## src/rtl/fp_hazard_ctl.sv

```systemverilog
module fp_hazard_ctl #(
  parameter int AW      = 5,
  parameter int ADD_LAT = 4,
  parameter int MUL_LAT = 7
) (
  input  logic          clk,
  input  logic          rst_n,
  input  logic          fwd_en,
  input  logic          dec_valid,
  input  logic [1:0]    dec_op,
  input  logic [AW-1:0] dec_src1,
  input  logic [AW-1:0] dec_src2,
  input  logic [AW-1:0] dec_dst,
  input  logic          dec_dst_vld,
  output logic          stall,
  output logic [1:0]    fwd_sel1,
  output logic [1:0]    fwd_sel2
);
  localparam int NS = MUL_LAT + 2;
  localparam logic [1:0] OP_ADD = 2'd0, OP_MUL = 2'd1, OP_NW = 2'd3;
  localparam logic [1:0] SEL_RF = 2'd0, SEL_ADD = 2'd1, SEL_MUL = 2'd2, SEL_WB = 2'd3;

  logic [NS-1:0] age_v;
  logic [AW-1:0] age_d [NS];
  logic [1:0]    age_op [NS];
  logic          wr_new, wr_stall;

  function automatic int wb_at(input logic [1:0] op);
    case (op)
      OP_ADD:  return ADD_LAT + 1;
      OP_MUL:  return MUL_LAT + 1;
      default: return 2;
    endcase
  endfunction

  function automatic int ready_at(input logic [1:0] op);
    case (op)
      OP_ADD:  return ADD_LAT - 1;
      OP_MUL:  return MUL_LAT - 1;
      default: return 1;
    endcase
  endfunction

  function automatic logic [1:0] unit_sel(input logic [1:0] op);
    case (op)
      OP_ADD:  return SEL_ADD;
      OP_MUL:  return SEL_MUL;
      default: return SEL_WB;
    endcase
  endfunction

  assign wr_new = dec_valid && dec_dst_vld && dec_dst != '0 && dec_op != OP_NW;

  for (genvar g = 0; g < 2; g++) begin : g_src
    logic [AW-1:0] src;
    logic          st;
    logic [1:0]    sl;
    assign src = (g == 0) ? dec_src1 : dec_src2;
    always_comb begin
      st = 1'b0;
      sl = SEL_RF;
      for (int k = NS - 1; k >= 0; k--) begin
        if (age_v[k] && age_d[k] == src && src != '0 && k < wb_at(age_op[k])) begin
          if (!fwd_en || k < ready_at(age_op[k])) begin
            st = 1'b1;
            sl = SEL_RF;
          end else begin
            st = 1'b0;
            sl = (k == ready_at(age_op[k])) ? unit_sel(age_op[k]) : SEL_WB;
          end
        end
      end
    end
  end

  always_comb begin
    wr_stall = 1'b0;
    if (wr_new)
      for (int k = 0; k < NS; k++)
        if (age_v[k]) begin
          if (wb_at(age_op[k]) - k == wb_at(dec_op) + 1) wr_stall = 1'b1;
          if (age_d[k] == dec_dst && wb_at(age_op[k]) - k >= wb_at(dec_op) + 1) wr_stall = 1'b1;
        end
  end

  assign stall    = dec_valid && (g_src[0].st || g_src[1].st || wr_stall);
  assign fwd_sel1 = (dec_valid && !stall) ? g_src[0].sl : SEL_RF;
  assign fwd_sel2 = (dec_valid && !stall) ? g_src[1].sl : SEL_RF;

  always_ff @(posedge clk or negedge rst_n)
    if (!rst_n) age_v <= '0;
    else        age_v <= {age_v[NS-2:0], wr_new && !stall};

  always_ff @(posedge clk) begin
    age_d[0]  <= dec_dst;
    age_op[0] <= dec_op;
    for (int k = 1; k < NS; k++) begin
      age_d[k]  <= age_d[k-1];
      age_op[k] <= age_op[k-1];
    end
  end

  AST_RESET_NO_STALL: assert property (@(posedge clk) disable iff (!rst_n)
    $past(!rst_n) |-> !stall);
  AST_ZERO_SRC_FREE: assert property (@(posedge clk) disable iff (!rst_n)
    (dec_src1 == '0 && dec_src2 == '0 && !wr_new) |-> !stall);
  AST_ADJ_RAW_STALL: assert property (@(posedge clk) disable iff (!rst_n)
    ($past(rst_n) && $past(wr_new && !stall) && dec_valid &&
     (dec_src1 == $past(dec_dst) || dec_src2 == $past(dec_dst))) |-> stall);
  AST_WAW_MUL_HOLD: assert property (@(posedge clk) disable iff (!rst_n)
    ($past(rst_n) && $past(wr_new && !stall && dec_op == OP_MUL) && wr_new &&
     dec_op != OP_MUL && dec_dst == $past(dec_dst)) |-> stall);
endmodule

```

## config.mk

```make
export PLATFORM = sky130hd
export DESIGN_NAME = fp_hazard_ctl
export DESIGN_NICKNAME = d
export VERILOG_FILES = /design/src/rtl/fp_hazard_ctl.sv
export SDC_FILE = /design/constraint.sdc
export NUM_CORES = 1
export LEC_CHECK = 0
export ABC_AREA = 1
export ABC_CLOCK_PERIOD_IN_PS = 7500
export CORE_MARGIN = 2
export CORE_UTILIZATION = 48
export DETAILED_ROUTE_END_ITERATION = 8
export PLACE_DENSITY = 0.76
export SLEW_MARGIN = 20
export SYNTH_ARGS = -nofsm -noshare
export SYNTH_HDL_FRONTEND = slang
export SYNTH_SLANG_ARGS = --single-unit
```

## constraint.sdc

```tcl
create_clock -name clk -period 7.5 [get_ports clk]
set_input_delay 1.125 -clock clk [delete_from_list [all_inputs] [get_ports clk]]
set_output_delay 1.125 -clock clk [all_outputs]
set_load 0.01 [all_outputs]
```

; ---- Word level (Yosys, flattened, before mapping)
; Memories as Yosys holds them, arrays and structs flattened.
; Index checks and enable logic that the tools add are counted.
[word_totals]
n_memories = 2
latch_bits = 0
ramBits = 63
ff_bits = 9
rom_bits = 0
elab_cells = 465
input_bits = 22
out_inout_bits = 5
[memory_table]
columns = name, words, word_bits, rd, rd_clocked_by_memory_dff, write_ports, line_no
row1 = age_d, 9, 5, 9, 0, 9, 24  ; logic [AW-1:0] age_d [NS];
row2 = age_op, 9, 2, 9, 0, 9, 25  ; logic [1:0] age_op [NS];
[classes]
add_sub_neg = 17
shift = 0
n_eq_ne = 63
n_mul = 0
div_mod_pow = 0
bitwise_logic = 0
muxes = 240
n_reduce_logical = 106
n_lt_le_gt_ge = 36
[op_table]
columns = operator, count
row1 = 2-to-1 mux 32 bit, 90
row2 = less-than comparator 4 x 32 -> 1 bit (first input constant), 12
row3 = adder 32 x 2 -> 32 bit (second input constant), 9
row4 = == test 32 bit, 9
row5 = greater-or-equal comparator 32 bit, 9
row6 = == test 4 x 32 -> 1 bit (first input constant), 8
row7 = less-than comparator 3 x 32 -> 1 bit (first input constant), 6
row8 = == test 5 bit, 27
row9 = == test 3 x 32 -> 1 bit (first input constant), 4
row10 = subtractor 32 x 4 -> 32 bit (second input constant), 4
row11 = 2-to-1 mux 2 bit, 56
row12 = less-than comparator 1 x 32 -> 1 bit (first input constant), 3
row13 = less-than comparator 2 x 32 -> 1 bit (first input constant), 3
row14 = less-than comparator 5 x 32 -> 1 bit (first input constant), 3
row15 = case mux 4 bit (2 select lines), 10
row16 = logical AND 1 bit, 69
row17 = 2-to-1 mux 1 bit, 66
row18 = == test 2 x 32 -> 1 bit (first input constant), 2
row19 = == test 5 x 32 -> 1 bit (first input constant), 2
row20 = zero test 32 bit, 2
row21 = subtractor 32 x 3 -> 32 bit (second input constant), 2
row22 = case mux 3 bit (2 select lines), 9
row23 = case mux 2 bit (2 select lines), 9
row24 = subtractor 32 x 2 -> 32 bit (second input constant), 1
row25 = other kinds (7), 47

; ---- Logic depth before layout (Yosys ltp)
; Gate-level depths: netlist of run 1.
[logic_depth]
depth_word = 41
depth_mapped = 21

; ---- Worst setup path after synthesis of run 1
; No wires, ideal clock.
[synth_timing]
kind = in2out
from = input dec_op[0]
to = output fwd_sel1[0]
path_stages = 19
setup_slack_ps = 3421
t_arrival_ps = 2954
t_required_ps = 6375
path_cell_list = inv_1 -> nor2_1 -> inv_1 -> ha_1 -> nand2_1 -> nor2_1 -> o21ai_0 -> nand2_1 -> nand3_1 -> nand2_1 -> nand2_1 -> nand2_1 -> nor2_1 -> nand2_1 -> nand2_1 -> nand2_1 -> nor2_2 -> nand2_2 -> nor2_1
[synth_via]
elab_chain_cells = 41
elab_cells_between_ends = 94
cone_classes = add/sub: 9 / order compare: 9 / eq/ne: 11 / mux: 50 / reduce/logical: 15
[synth_lines]
columns = item, line_no
row1 = "start, declared", 10  ; input logic [1:0] dec_op,
row2 = == test 2 x 1 -> 1 bit / zero test 2 bit (equally long branches), 29  ; case (op)
row3 = case mux 4 bit (2 select lines), 29
row4 = 2-to-1 mux 32 bit, 80  ; if (age_v[k]) begin
row5 = 2-to-1 mux 32 bit, 78  ; if (wr_new)
row6 = adder 32 x 2 -> 32 bit, "81, 82"
row7 = greater-or-equal comparator 32 bit / == test 32 bit (equally long branches), "82, 81"
row8 = logical AND 1 bit / 2-to-1 mux 1 bit (equally long branches), "82, 81"
row9 = 2-to-1 mux 1 bit, 82  ; if (age_d[k] == dec_dst && wb_at(age_op[k]) - k >= wb_at(dec_op) + 1) wr_stall = 1'b1;
row10 = [... 25 more ...], n/a
row11 = 2-to-1 mux 1 bit, 82
row12 = 2-to-1 mux 1 bit, 80
row13 = 2-to-1 mux 1 bit (*), 78
row14 = logical OR 1 bit (*), 86  ; assign stall = dec_valid && (g_src[0].st || g_src[1].st || wr_stall);
row15 = logical AND 1 bit (*), 86
row16 = zero test 1 bit (*), 87  ; assign fwd_sel1 = (dec_valid && !stall) ? g_src[0].sl : SEL_RF;
row17 = logical AND 1 bit (*), 87
row18 = 2-to-1 mux 2 bit (*), 87
row19 = "end, declared", 16  ; output logic [1:0] fwd_sel1,
; Every way passes the cells marked *; elsewhere a longest branch is shown, timed or not. The select of a mux whose other input is x is not followed.

; ---- Final worst setup path of run 1
[layout_timing]
from = input dec_op[0]
to = output fwd_sel1[1]
; The elaborated chain is that of the path after synthesis.

==> results.cfg, run 1 <==
[clocking]
post_cts_resized = 0
cts_tree = yes
hold_buffers = 0
numCtsBuffers = 9
clock_tree.buffer_depth = 2
cts_sinks = 64
htree_num_levels = 3
cts_root_buf = clkbuf_8
clk_pin_slew_ns = 0.07
cts_setup_buffers = 0
clk_latency_ns = 0.35

[floorplan]
top_level_ports = 27
coreArea_mm2 = 0.00911
die_w_um = 100
placementRows = 35
start_util_pct = 48.7
die_y_um = 100
dieArea_mm2 = 0.0100

[setup_path]
startpoint_type = input pin
crit_arrival_ns = 4.38
end_kind = output port
slowest_stage = clkdlybuf4s50_1
r2r_start = age_op[0][8]
critPathTopFamily = simple AND/OR/NAND/NOR gates
path_max_fanout = 7
cpMostUsedCell = nand2_1
crit_type = in2out
crit_required_ns = 6.38
crit_buf_inv = 4
crit_start = dec_op[0]
cpPeakStageDelay_ns = 0.55
path_cells = clkdlybuf4s50_1 > inv_1 > nor2_1 > inv_1 > ha_1 > nand2_1 > nor2_1 > o21ai_0 > nand2_1 > nand3_1 > nand2_1 > nand2_1 > nand2_1 > nor2_1 > nand2_1 > nand2_1 > nand2_1 > nor2_2 > nand2_2 > nor2_1 > clkdlybuf4s50_1

[sta]
final.min_clock_period_ns = 5.51
min_period_over_period_pct = 73.5
worst_pin_slew_ns = 0.713
maxSlewViolCount = 0
finalClockSkew_ns = 0.0149
fmax_mhz = 181
timing.slew.headroom_pct = 52.4
setup_viol = 0
rsz0062_at_grt = no
tns_ns = 0
hold_viol = 0

[cells_and_area]
synthToLayoutAreaGrowth_pct = 11.2
drive_above_1_share_pct = 7.56
final-seq-area_mm2 = 0.00132
multi_input_area_mm2 = 0.00264
nFillCells = 899
fin_nets = 737
antenna_cells = 0

[flow_run]
maxCapViolations = 0

[global_route]
grt_overflow_total = 0
first_global_vias = 4067
grtUsageTotal_pct = 26.6
antenna_found_initial = 0
grt_max_degree = 12
grt_pass1_wl_um = 20300

[yosys]
yosys_warnings = 0
yosysTopAreaCellShare_pct = 25.3
ys_seq_area_share_pct = 29.8
synth_cell_type_count = 41
yosysTopAreaCell = dfxtp_1
ys_ff_latch = 64
synth_area_mm2 = 0.00443
syn_area_per_cell_um2 = 6.73
synthCells = 659
synth_area_leaders = dfxtp_1, nand2_1, ha_1, inv_1, nor2_1

[route]
drt_iter0_markers = 347
routed_wl_um = 12500
drcViolationCount = 0
avgViaCountPerCell = 5.30
wl_per_cell_um = 15.6
antenna_left = 0
firstDrtPassIters = 7
num_vias = 4232

[min_path]
hold_start = age_op[0][12]
hp-class = reg2reg

[power]
leakagePower_nw = 2.50
ir_worst_vdd_mv = 0.0917
power_density_mw_per_mm2 = 177
finalPower_uw = 872

[placement]
dp.final_hpwl_um = 9770
gp_congestion = 0.943
port_buffers = 26

[outcome]
run_status = complete, no violations
==> power by group <==
part / switching, mW / internal, mW
sequential: 0.0207 / 0.359
clock: 0.135 / 0.190
combinational: 0.103 / 0.0640
==> worst paths after layout <==
check,slack (ns),cells after the start,endpoint
setup / recovery,1.99,21,fwd_sel1[1]
hold / removal,0.35,0,age_op[0][14]
setup reg to reg,4.98,15,age_v[0]
hold reg to reg,0.35,0,age_op[0][14]
max in group asynchronous,6.14,1,age_v[0]
min in group asynchronous,1.07,1,age_v[7]
==> layer usage <==
metal	wire (um)	vias up	track usage, %
met1	5400	1894	34.9
met2	5680	195	42.6
li1	-	2110	-
met5	0	-	0
met4	471	0	12.6
met3	944	33	4.60
==> synthesized netlist by cell type, drive strengths merged <==
master,n
o21ai,16
o31a,2
inv,87
o22ai,8
o21bai,3
ha,31
nand3,35
nand2,235
or2,3
nand4,15
nor3,10
a21boi,1
dfrtp,8
buf,15
clkbuf,1
o21a,1
a211oi,3
xor2,15
dfxtp,56
a221oi,1
o211ai,4
xnor2,19
a21oi,11
nor4,2
nor2,75
conb,2
==> registers in the layout, indices dropped and copies added (netlist names) <==
signal  flops
age_d      40
age_op     16
age_v       8
==> layout by cell type (no fill, tap or decap), drive strengths merged <==
cell type and count:
inv 87, ha 31, nand2 235, nor3 10, xor2 15, clkinv 1
o211ai 4, clkbuf 13, o21ai 16, a211oi 3, dfxtp 56, clkdlybuf4s50 26
o22ai 8, xnor2 19, bufinv 1, a21oi 11, o31a 2, o21a 1
conb 6, or2 3, o21bai 3, nor2 75, a21boi 1, dfrtp 8
nand4 15, nand3 35, nor4 2, a221oi 1
==> per-stage QoR <==
stage	hold WS, ns	std cells	utilization (%)	area, um^2	setup slack [ns]
6_report	0.350	799	54.1	4930	1.99
5_1_grt	0.356	799	54.1	4930	1.61
4_1_cts	0.352	799	54.1	4930	1.97
3_5_place_dp	0.337	784	51.7	4710	1.98
3_3_place_gp	0.337	784	51.7	4710	2.08
2_1_floorplan	0.331	663	-	4450	3.42
==> final cells by class <==
type / instances / area share (%)
multi-input cells: 496 / 53.6
flip-flops and latches: 64 / 26.8
inverters: 87 / 7.08
repair buffers: 26 / 5.28
clock buffers: 13 / 3.66
well taps: 111 / 2.82
clock inverters: 2 / 0.711
==> kinds of logic (layout without fill, tap and decap cells) <==
| kind of cell | count (synthesis) | in the layout | synth area share [%] |
|---|---|---|---|
| simple gates | 375 | 375 | 36.7 |
| buf+inv | 103 | 128 | 10.9 |
| flops | 64 | 64 | 29.8 |
| compound gates | 50 | 50 | 6.94 |
| xor+xnor | 34 | 34 | 6.72 |
| fa+ha+maj | 31 | 31 | 8.75 |
| other cells | 2 | 6 | 0.169 |
(Power assumes the default switching activity.)
==> run 2: changes to the inputs <==
--- a/config.mk
+++ b/config.mk
@@ -6,7 +6,7 @@
 export NUM_CORES = 1
 export LEC_CHECK = 0
 export ABC_AREA = 1
-export ABC_CLOCK_PERIOD_IN_PS = 7500
+export ABC_CLOCK_PERIOD_IN_PS = 5500
 export CORE_MARGIN = 2
 export CORE_UTILIZATION = 48
 export DETAILED_ROUTE_END_ITERATION = 8
==> constraint.sdc (replaced) <==
create_clock -name clk -period 5.5 [get_ports clk]
set_input_delay 0.825 -clock clk [delete_from_list [all_inputs] [get_ports clk]]
set_output_delay 0.825 -clock clk [all_outputs]
set_load 0.01 [all_outputs]
==> results.cfg, run 2 (synthesized netlist as in run 1, its figures left out) <==
[flow_run]
maxCapViolations = 0

[setup_path]
crit_arrival_ns = 3.81
path_cells = clkdlybuf4s50_1 > inv_1 > nor2_1 > buf_4 > inv_1 > ha_1 > nand2_1 > nor2_1 > o21ai_0 > nand2_1 > nand3_1 > nand2_1 > nand2_1 > nand2_1 > nor2_1 > nand2_1 > nand2_1 > nand2_1 > nor2_2 > nand2_2 > nor2_1 > clkdlybuf4s50_1
path_max_fanout = 7
crit_type = in2out
slowest_stage = clkdlybuf4s50_1
cpPeakStageDelay_ns = 0.55
end_kind = output port
cpMostUsedCell = nand2_1
startpoint_type = input pin
crit_required_ns = 4.68

[global_route]
grtUsageTotal_pct = 26.1
first_global_vias = 4241
grt_overflow_total = 0
grt_pass1_wl_um = 20400
grt_max_degree = 12
antenna_found_initial = 0

[route]
firstDrtPassIters = 6
wl_met1_um = 5220
num_vias = 4236
antenna_left = 0
wl_met2_um = 5400
drcViolationCount = 0
avgViaCountPerCell = 5.29
top_layer = met4
route.met3.wl_um = 900
wl_per_cell_um = 15.1
routed_wl_um = 12100
drt_iter0_markers = 255

[cells_and_area]
antenna_cells = 0
fin_nets = 738
largest_reg_flops = 40
drive_above_1_share_pct = 7.54
layout_commonest_cell = nand2_1
synthToLayoutAreaGrowth_pct = 10.4
regMostFlops = age_d
layout_common_cells = nand2_1, inv_1, nor2_1
reg.largest.list = age_d (40), age_op (16), age_v (8)

[clocking]
htree_num_levels = 3
numCtsBuffers = 9
clk_pin_slew_ns = 0.07
clk_latency_ns = 0.35
cts_sinks = 64
post_cts_resized = 0
cts_root_buf = clkbuf_8
cts_setup_buffers = 0
hold_buffers = 0
clock_tree.buffer_depth = 2
cts_tree = yes

[sta]
finalClockSkew_ns = 0.00578
tns_ns = 0
rsz0062_at_grt = no
hold_viol = 0
final.min_clock_period_ns = 4.64
fmax_mhz = 216
maxSlewViolCount = 0
setup_viol = 0
worst_pin_slew_ns = 0.683
timing.slew.headroom_pct = 54.3
min_period_over_period_pct = 84.3

[floorplan]
start_util_pct = 48.7
die_w_um = 100
dieArea_mm2 = 0.0100
die_y_um = 100
coreArea_mm2 = 0.00911
top_level_ports = 27
placementRows = 35

[placement]
gp_congestion = 1.08
port_buffers = 26
dp.final_hpwl_um = 9460

[power]
ir_worst_vdd_mv = 0.136
power_density_mw_per_mm2 = 228
finalPower_mw = 1.12
leakagePower_nw = 2.49

[outcome]
run_status = complete, no violations

[min_path]
hp-class = reg2reg
[run 2: final cells by class]
type | instances | area (um^2)
inverter | 87 | 349
sequential | 64 | 1320
clock inverter | 3 | 15.0
multi-input combinational | 496 | 2640
timing repair buffer | 27 | 268
clock buffer | 13 | 160
tap | 111 | 139
fill | 884 | 4210
[run 2: stage by stage]
step	instance area (um^2)	instances	hold WS, ns	setup slack (ns)	util (%)
6_report	4900	801	0.351	0.863	53.8
5_1_grt	4900	801	0.361	0.463	53.8
4_1_cts	4900	801	0.350	0.842	53.8
3_5_place_dp	4720	785	0.338	0.892	51.8
3_3_place_gp	4720	785	0.337	0.979	51.8
2_1_floorplan	4450	663	0.331	2.02	-
[run 2: metal layers]
layer / vias up / global-route usage (%)
li1: 2111 / -
met1: 1880 / 33.7
met2: 200 / 41.0
met3: 45 / 5.36
met4: 0 / 14.4
met5: - / 0
[run 2: power breakdown]
part / switching [mW] / internal, mW / total (mW) / leakage (nW)
Combinational: 0.139 / 0.0874 / 0.226 / 1.82
Clock: 0.182 / 0.189 / 0.371 / 0.0923
Sequential: 0.0286 / 0.490 / 0.519 / 0.578
[run 2: worst paths after layout]
kind                                    start       endpoint  slack, ns  cells after the start
worst min register to register  age_op[0][12]  age_op[0][14]       0.35                      0
max in group asynchronous               rst_n       age_v[4]       4.44                      1
worst max register to register   age_op[0][8]       age_v[0]       3.01                     15
worst max-delay path                dec_op[0]    fwd_sel2[1]       0.86                     22
worst min-delay path            age_op[0][12]  age_op[0][14]       0.35                      0
min in group asynchronous               rst_n       age_v[2]       0.77                      1
[run 2: worst max-delay path, delay by kind of cell]
family	cells	cell delay [ns]
buffers and inverters	5	1.43
and+or+nand+nor	15	1.13
adders and majority gates	1	0.34
AOI/OAI and AO/OA	1	0.09
==> run 3: changes to the inputs <==
--- a/config.mk
+++ b/config.mk
@@ -6,11 +6,11 @@
 export NUM_CORES = 1
 export LEC_CHECK = 0
 export ABC_AREA = 1
-export ABC_CLOCK_PERIOD_IN_PS = 5500
+export ABC_CLOCK_PERIOD_IN_PS = 3700
 export CORE_MARGIN = 2
 export CORE_UTILIZATION = 48
 export DETAILED_ROUTE_END_ITERATION = 8
-export PLACE_DENSITY = 0.76
+export PLACE_DENSITY = 0.78
 export SLEW_MARGIN = 20
 export SYNTH_ARGS = -nofsm -noshare
 export SYNTH_HDL_FRONTEND = slang
==> constraint.sdc (replaced) <==
create_clock -name clk -period 3.7 [get_ports clk]
set_input_delay 0.555 -clock clk [delete_from_list [all_inputs] [get_ports clk]]
set_output_delay 0.555 -clock clk [all_outputs]
set_load 0.01 [all_outputs]
==> results.cfg, run 3 (synthesized netlist as in run 1, its figures left out) <==
[cells_and_area]
multi_input_area_mm2 = 0.00266
drive_above_1_share_pct = 13.1
nFillCells = 859
fin_nets = 772
layout_common_cells = nand2_1, inv_1, nor2_1
reg.largest.list = age_d (40), age_op (16), age_v (8)
antenna_cells = 0
regMostFlops = age_d
finalNonFillerCells = 834
final-seq-area_mm2 = 0.00132
design_area_mm2 = 0.00519
layout_commonest_cell = nand2_1
largest_reg_flops = 40
synthToLayoutAreaGrowth_pct = 17.0

[placement]
gp_congestion = 0.993
placed_area_mm2 = 0.00499
dp.cells = 818
port_buffers = 26
dp.final_hpwl_um = 9930

[clocking]
cts_sinks = 64
htree_num_levels = 3
clk_pin_slew_ns = 0.06
clk_latency_ns = 0.36
cts_tree = yes
numCtsBuffers = 9
cts_root_buf = clkbuf_8
clock_tree.buffer_depth = 2

[route]
routed_wl_um = 12400
firstDrtPassIters = 6
wl_per_cell_um = 14.9
num_vias = 4428
drt_iter0_markers = 398
drcViolationCount = 0
antenna_left = 0
avgViaCountPerCell = 5.31

[sta]
rsz0062_at_grt = no
min_period_over_period_pct = 93.8
finalClockSkew_ns = 0.0142
setup_viol = 0
final.min_clock_period_ns = 3.47
maxSlewViolCount = 0
fmax_mhz = 288
hold_viol = 0
tns_ns = 0

[setup_path]
critPathTopFamily = simple AND/OR/NAND/NOR gates
crit_start = dec_op[0]
crit_arrival_ns = 2.92
end_kind = output port
slowest_stage = clkdlybuf4s50_1
r2r_start = age_op[0][7]
startpoint_type = input pin
cpMostUsedCell = nand2_1
cpPeakStageDelay_ns = 0.50
path_max_fanout = 6
crit_required_ns = 3.14
crit_type = in2out
path_cells = clkdlybuf4s50_1 > inv_1 > nor2_4 > inv_2 > ha_1 > nand2_1 > nor2_1 > o21ai_1 > nand2_1 > nand3_1 > nand2_1 > nand2_1 > nand2_1 > nor2_1 > nand2_1 > nand2_1 > nand2_1 > nor2_2 > nand2_2 > nor2_1 > clkbuf_2
crit_buf_inv = 4

[floorplan]
coreArea_mm2 = 0.00911
die_y_um = 100
start_util_pct = 48.7
dieArea_mm2 = 0.0100
top_level_ports = 27
placementRows = 35
die_w_um = 100

[global_route]
grt_max_degree = 11
grtUsageTotal_pct = 26.0
antenna_found_initial = 0
first_global_vias = 4260
grt_pass1_wl_um = 20200
grt_overflow_total = 0

[flow_run]
maxCapViolations = 0

[power]
ir_worst_vdd_mv = 0.257
leakagePower_nw = 2.68
power_density_mw_per_mm2 = 334

[min_path]
hold_start = age_op[0][13]
hp-class = reg2reg

[outcome]
run_status = complete, no violations
run 3: per-layer routing:
| layer | vias to the layer above | wire [um] | GRT usage, % |
|---|---|---|---|
| li1 | 2195 | - | - |
| met1 | 2013 | 5260 | 33.6 |
| met2 | 189 | 5880 | 44.1 |
| met3 | 31 | 970 | 4.74 |
| met4 | 0 | 340 | 8.75 |
| met5 | - | 0 | 0 |
run 3: metrics by stage:
step                util, %  power, mW  setup WS, ns  hold WS (ns)
floorplan                 -       1.02         0.761         0.259
global placement       54.8       1.13        -0.147         0.336
detailed placement     54.8       1.15        -0.235         0.338
CTS                    56.9       1.72        0.0343         0.352
global route           56.9       1.81        0.0152         0.359
finish                 56.9       1.73         0.230         0.351
run 3: worst paths after layout:
check                      slack, ns       endpoint  cells after the start
setup / recovery                0.23    fwd_sel1[1]                     21
hold / removal                  0.35  age_op[0][15]                      0
setup reg to reg                1.20       age_v[0]                     21
hold reg to reg                 0.35  age_op[0][15]                      0
max in group asynchronous       2.87       age_v[4]                      1
min in group asynchronous       0.51       age_v[0]                      1
run 3: layout make-up:
cell class	instances	area share, %
multi-input cells	496	51.3
flip-flops and latches	64	25.5
repair buffers	61	10.2
inverters	87	6.73
clock buffers	15	3.59
well taps	111	2.68
run 3: report_power, final:
group | internal [mW] | switching, mW | leakage, nW
sequential | 0.728 | 0.0416 | 0.578
combinational | 0.156 | 0.217 | 2.01
clock | 0.314 | 0.273 | 0.0958
total | 1.20 | 0.532 | 2.68
run 3: what timing repair did:
action,4_1_cts,5_1_grt
hold buffers,0,0
endpoints found under the setup margin,5,5
setup buffers,1,0
resized for setup,7,18
